$ cat src/rtl/burst_addr_pkg.sv
package burst_addr_pkg;

   // beat ordering applied to the low address bits
   typedef enum logic {
      ORD_LINEAR     = 1'b0,
      ORD_INTERLEAVE = 1'b1
   } burst_order_e;

endpackage

$ cat src/rtl/burst_start_reg.sv
module burst_start_reg #(
   parameter int ADDR_W = 17
) (
   input  logic              clk,
   input  logic              rst_n,
   input  logic              load,
   input  logic [ADDR_W-1:0] addr_in,
   output logic [ADDR_W-1:0] base_q,
   output logic              active_q
);

   always_ff @(posedge clk) begin
      if (!rst_n) begin
         base_q   <= '0;
         active_q <= 1'b0;
      end else if (load) begin
         base_q   <= addr_in;
         active_q <= 1'b1;
      end
   end


   active_sticky_chk: assert property (@(posedge clk) disable iff (!rst_n)
      active_q |=> active_q);

endmodule

$ cat src/rtl/burst_step_ctr.sv
module burst_step_ctr #(
   parameter int CNT_W = 2
) (
   input  logic             clk,
   input  logic             rst_n,
   input  logic             clear,
   input  logic             step,
   output logic [CNT_W-1:0] cnt_q
);

   localparam logic [CNT_W-1:0] LAST = {CNT_W{1'b1}};

   always_ff @(posedge clk) begin
      if (!rst_n)
         cnt_q <= '0;
      else if (clear)
         cnt_q <= '0;
      else if (step)
         cnt_q <= cnt_q + 1'b1;
   end


   beat_wrap_chk: assert property (@(posedge clk) disable iff (!rst_n)
      (step && !clear && cnt_q == LAST) |=> (cnt_q == '0));


   restart_clear_chk: assert property (@(posedge clk) disable iff (!rst_n)
      clear |=> (cnt_q == '0));

endmodule

$ cat src/rtl/burst_order_map.sv
module burst_order_map
   import burst_addr_pkg::*;
#(
   parameter int CNT_W = 2
) (
   input  logic             order,
   input  logic [CNT_W-1:0] start_lo,
   input  logic [CNT_W-1:0] beat,
   output logic [CNT_W-1:0] addr_lo
);

   logic [CNT_W-1:0] lin_lo;
   logic [CNT_W-1:0] ilv_lo;

   assign lin_lo = start_lo + beat;

   for (genvar b = 0; b < CNT_W; b++) begin : g_ilv_bit
      assign ilv_lo[b] = start_lo[b] ^ beat[b];
   end

   always_comb begin
      if (burst_order_e'(order) == ORD_INTERLEAVE)
         addr_lo = ilv_lo;
      else
         addr_lo = lin_lo;
   end

endmodule

$ cat src/rtl/burst_addr_gen.sv
module burst_addr_gen #(
   parameter int ADDR_W = 17,
   parameter int CNT_W  = 2
) (
   input  logic              clk,
   input  logic              rst_n,
   input  logic              proc_strb_n,
   input  logic              ctrl_strb_n,
   input  logic              adv_n,
   input  logic              sel1_n,
   input  logic              ileave,
   input  logic [ADDR_W-1:0] addr_in,
   output logic [ADDR_W-1:0] addr_out,
   output logic              burst_active
);

   localparam int HI_W = ADDR_W - CNT_W;

   if (CNT_W < 1) begin : g_bad_cnt
      $error("CNT_W must be at least 1");
   end
   if (ADDR_W <= CNT_W) begin : g_bad_addr
      $error("ADDR_W must exceed CNT_W");
   end

   logic              proc_ok;
   logic              start;
   logic              step;
   logic [ADDR_W-1:0] base_q;
   logic [CNT_W-1:0]  beat_q;
   logic [CNT_W-1:0]  lo_bits;

   assign proc_ok = !proc_strb_n && !sel1_n;
   assign start   = proc_ok || !ctrl_strb_n;
   assign step    = burst_active && !adv_n && !start;

   burst_start_reg #(.ADDR_W(ADDR_W)) u_start (
      .clk      (clk),
      .rst_n    (rst_n),
      .load     (start),
      .addr_in  (addr_in),
      .base_q   (base_q),
      .active_q (burst_active)
   );

   burst_step_ctr #(.CNT_W(CNT_W)) u_ctr (
      .clk   (clk),
      .rst_n (rst_n),
      .clear (start),
      .step  (step),
      .cnt_q (beat_q)
   );

   burst_order_map #(.CNT_W(CNT_W)) u_map (
      .order    (ileave),
      .start_lo (base_q[CNT_W-1:0]),
      .beat     (beat_q),
      .addr_lo  (lo_bits)
   );

   assign addr_out = {base_q[ADDR_W-1:CNT_W], lo_bits};


   start_load_chk: assert property (@(posedge clk) disable iff (!rst_n)
      start |=> (addr_out == $past(addr_in)));


   proc_block_chk: assert property (@(posedge clk) disable iff (!rst_n)
      (!proc_strb_n && sel1_n && ctrl_strb_n && adv_n) |=> $stable(addr_out));


   adv_hold_chk: assert property (@(posedge clk) disable iff (!rst_n)
      (adv_n && !start) |=> $stable(addr_out));


   upper_fixed_chk: assert property (@(posedge clk) disable iff (!rst_n)
      !start |=> (addr_out[ADDR_W-1:CNT_W] == $past(addr_out[ADDR_W-1:CNT_W])));


   idle_zero_chk: assert property (@(posedge clk) disable iff (!rst_n)
      (!burst_active && !start) |=> (addr_out == '0));

   initial begin
      assert (HI_W > 0);
   end

endmodule

$ cat config.mk
export PLATFORM = sky130hd
export DESIGN_NAME = burst_addr_gen
export DESIGN_NICKNAME = d
export VERILOG_FILES = /design/src/rtl/burst_addr_pkg.sv /design/src/rtl/burst_start_reg.sv /design/src/rtl/burst_step_ctr.sv /design/src/rtl/burst_order_map.sv /design/src/rtl/burst_addr_gen.sv
export SDC_FILE = /design/constraint.sdc
export NUM_CORES = 1
export LEC_CHECK = 0
export ABC_AREA = 1
export BUFFER_PORTS_ARGS = -buffer_cell sky130_fd_sc_hd__buf_2
export CAP_MARGIN = 5
export CORE_MARGIN = 1.5
export CORE_UTILIZATION = 43
export DETAILED_ROUTE_END_ITERATION = 8
export GPL_TIMING_DRIVEN = 0
export PLACE_DENSITY = 0.84
export SLEW_MARGIN = 20
export SYNTH_ARGS = -nofsm -noshare
export SYNTH_HDL_FRONTEND = slang
export SYNTH_SLANG_ARGS = --single-unit
$ cat constraint.sdc
create_clock -name clk -period 0.95 [get_ports clk]
set_input_delay 0.1425 -clock clk [delete_from_list [all_inputs] [get_ports clk]]
set_output_delay 0.1425 -clock clk [all_outputs]
set_load 0.02 [all_outputs]
==> impl_metrics.yaml <==
critical_path:
  worstReg2RegStart: "u_start.active_q"
  crit_slowest_cell: "dfxtp_4"
  slowest_delay_ns: 0.37
  worstSetupPathType: "reg2out"
  required_ns: 0.81
  worstSetupStartpointType: "flip-flop"
  critPathCaptureType: "output pin"
  cp_max_fo: 4
  reg2regPathDepth: 4
  crit_family: "flip-flops"
  r2r_setup_slack_ns: 0.22
  reg2reg_to: "u_ctr.cnt_q[0]"
  path_cells: "ha_4, inv_2, nor2_4, inv_1, nand2_1, nand2_1, inv_2, buf_6"
  worstPathArrival_ns: 1.21
  crit_buf_inv: 4
final_layout:
  layout.cells.non_filler: 215
  n_antenna_cell: 0
  syn_to_final_growth_pct: 26.9
  fin_nets: 212
  design_area_um2: 1420
  drive_gt1_frac: 0.508
worst_hold_path:
  hold_class: "in2reg"
  hp-start: "addr_in[12]"
  whs_path_depth: 3
  min_to: "u_start.base_q[12]"
timing:
  max_slew.worst_pin.slew_ns: 0.217
  finalClockSkew_ns: 0.000109
  rsz0062_at_grt: "yes"
  slew_viol_final: 0
  fmax_mhz: 739
  relSlewSlack: 0.855
  worst_slack_ns: -0.402
  final-hold-violation-count: 0
  hold_slack_ns: 0.0582
  fin_crit_ns: 1.35
  fin_crit_sh: 1.42
  setup_violations: 2
flow_run:
  timing.max_cap.violations: 0
grt:
  grt_pass1_vias: 865
  grt_use_total: 0.159
  grt_max_degree: 11
  antenna_found_initial: 0
  grt_first_pass_wirelength_mm: 3.39
  grt_overflow: 0
clocking:
  clk_path_buf_depth: 2
  cts_tree: "done"
  cts_max_level: 1
  clk_pin_slew_ns: 0.10
  clkLatencyLatePin_ns: 0.30
  ctsHoldBuffers: 0
  cts_made_buffers: 3
  root_buffer: "clkbuf_4"
  cts.sinks: 20
route:
  wl_mm: 2.08
  num_vias: 966
  detail-route-antenna-nets: 0
  detail_route.first_pass.iterations: 4
  viasPerCell: 4.49
  drt_iter0_drc: 2
  routedWlPerCell_um: 9.68
  drc: 0
floorplan:
  chipWidth_um: 53.9
  rows: 18
  fp.dieH_um: 53.9
  core_um2: 2480
  dieArea_um2: 2910
  start_util: 0.451
  io-pin-count: 42
synthesis:
  netlist_area_um2: 1120
  syn_area_per_cell_um2: 7.06
  ys_ff_latch: 20
  syn_inst: 158
  synth_nets: 183
  yosysUniqueCellTypes: 16
  synth-seq-area-share: 0.359
  yosysWarnings: 0
placed_design:
  dp.cells: 227
  routabilityCongestion: 0.692
  port_buffers: 39
  placed_area_um2: 1350
  dp_hpwl_mm: 1.55
  place_ws_ns: -0.155
power:
  total_leakage_power_nw: 0.714
  powerDensity_nw_per_um2: 1320
  irDropWorstVdd_mv: 0.655
  power_mw: 1.87
outcome:
  violations: "negative setup slack"
  status: "finished with violations"
placed cells by master (no fill, tap or decap):
cell type | Yosys | routed
o21bai_1 | 1 | 1
inv_1 | 26 | 24
inv_4 | 1 | 1
inv_2 | 0 | 2
buf_12 | 1 | 1
nor2_4 | 0 | 1
nand2_2 | 1 | 1
nor2_2 | 21 | 21
buf_6 | 1 | 19
buf_2 | 4 | 25
clkbuf_4 | 0 | 3
nand2_1 | 28 | 28
dfxtp_1 | 20 | 2
nor2_8 | 1 | 1
nor2_1 | 17 | 16
dfxtp_4 | 0 | 1
ha_4 | 0 | 1
dfxtp_2 | 0 | 17
nand3_1 | 19 | 19
nand4_1 | 1 | 1
worst register-to-register path, stage by stage (launching register included):
cell,delay (ns)
dfxtp_2,0.37
inv_1,0.06
o21bai_1,0.11
nand2_1,0.06
nor2_1,0.07
report_power, final:
part	leakage, nW	switching (mW)	internal, mW
combinational	0.529	0.268	0.245
sequential	0.171	0.0444	0.909
clock	0.0138	0.252	0.148
total	0.714	0.565	1.30
registers in the layout, indices dropped and copies added, names as in the netlist:
signal            flops
u_start.base_q       17
u_ctr.cnt_q           2
u_start.active_q      1
synth_stat cells:
| cell | number | area share |
|---|---|---|
| buf_12 | 1 | 0.018 |
| buf_2 | 4 | 0.018 |
| buf_4 | 15 | 0.10 |
| buf_6 | 1 | 0.010 |
| dfxtp_1 | 20 | 0.36 |
| ha_1 | 1 | 0.011 |
| inv_1 | 26 | 0.087 |
| inv_4 | 1 | 0.0056 |
| nand2_1 | 28 | 0.094 |
| nand2_2 | 1 | 0.0056 |
| nand3_1 | 19 | 0.085 |
| nand4_1 | 1 | 0.0056 |
| nor2_1 | 17 | 0.057 |
| nor2_2 | 21 | 0.12 |
| nor2_8 | 1 | 0.018 |
| o21bai_1 | 1 | 0.0067 |
through the flow:
step                      utilization   TNS, ns
after detailed placement        0.545    -0.416
final                           0.572    -0.631
after CTS                       0.568    -0.665
after global routing            0.572    -0.765
after global placement          0.545    -0.262
after floorplan                     -  -0.00923
metal layers:
metal	part of all wire	GRT usage	wire length [um]
met5	0	0	0
met4	0.025	0.0855	51
met3	0.042	0.0139	87
met2	0.50	0.280	1050
met1	0.43	0.189	895
cell type report:
type | count | area, um^2
sequential | 20 | 425
timing repair buffer | 39 | 308
clock buffer | 3 | 22.5
inverter | 27 | 104
multi-input combinational | 90 | 468
tap | 30 | 37.5
fill | 239 | 1060
buffer | 6 | 51.3
cell families (layout without fill, tap and decap cells):
| logic type | after synthesis | count (layout) | synth area share |
|---|---|---|---|
| AOI/OAI and AO/OA | 1 | 1 | 0.00673 |
| adders and majority gates | 1 | 1 | 0.0112 |
| buffers and inverters | 48 | 75 | 0.240 |
| DFF | 20 | 20 | 0.359 |
| and+or+nand+nor | 88 | 88 | 0.383 |
how the worst max path moves through the flow:
stage | from | endpoint | slack (ns) | cells after the start
6_report | u_ctr.cnt_q[0] | addr_out[1] | -0.40 | 8
5_1_grt | u_ctr.cnt_q[0] | addr_out[1] | -0.50 | 8
3_5_place_dp | u_ctr.cnt_q[0] | addr_out[1] | -0.15 | 8
3_3_place_gp | u_ctr.cnt_q[0] | addr_out[1] | -0.13 | 8
2_1_floorplan | u_ctr.cnt_q[0] | addr_out[1] | -0.009 | 7
4_1_cts | u_ctr.cnt_q[0] | addr_out[1] | -0.44 | 8
repair_timing:
action | CTS | global route
pin swaps | 4 | 3
buffers inserted | 0 | 0
setup endpoints to repair | 18 | 3
resized for setup | 57 | 2
Note: power is estimated with default switching activity, not from simulation.
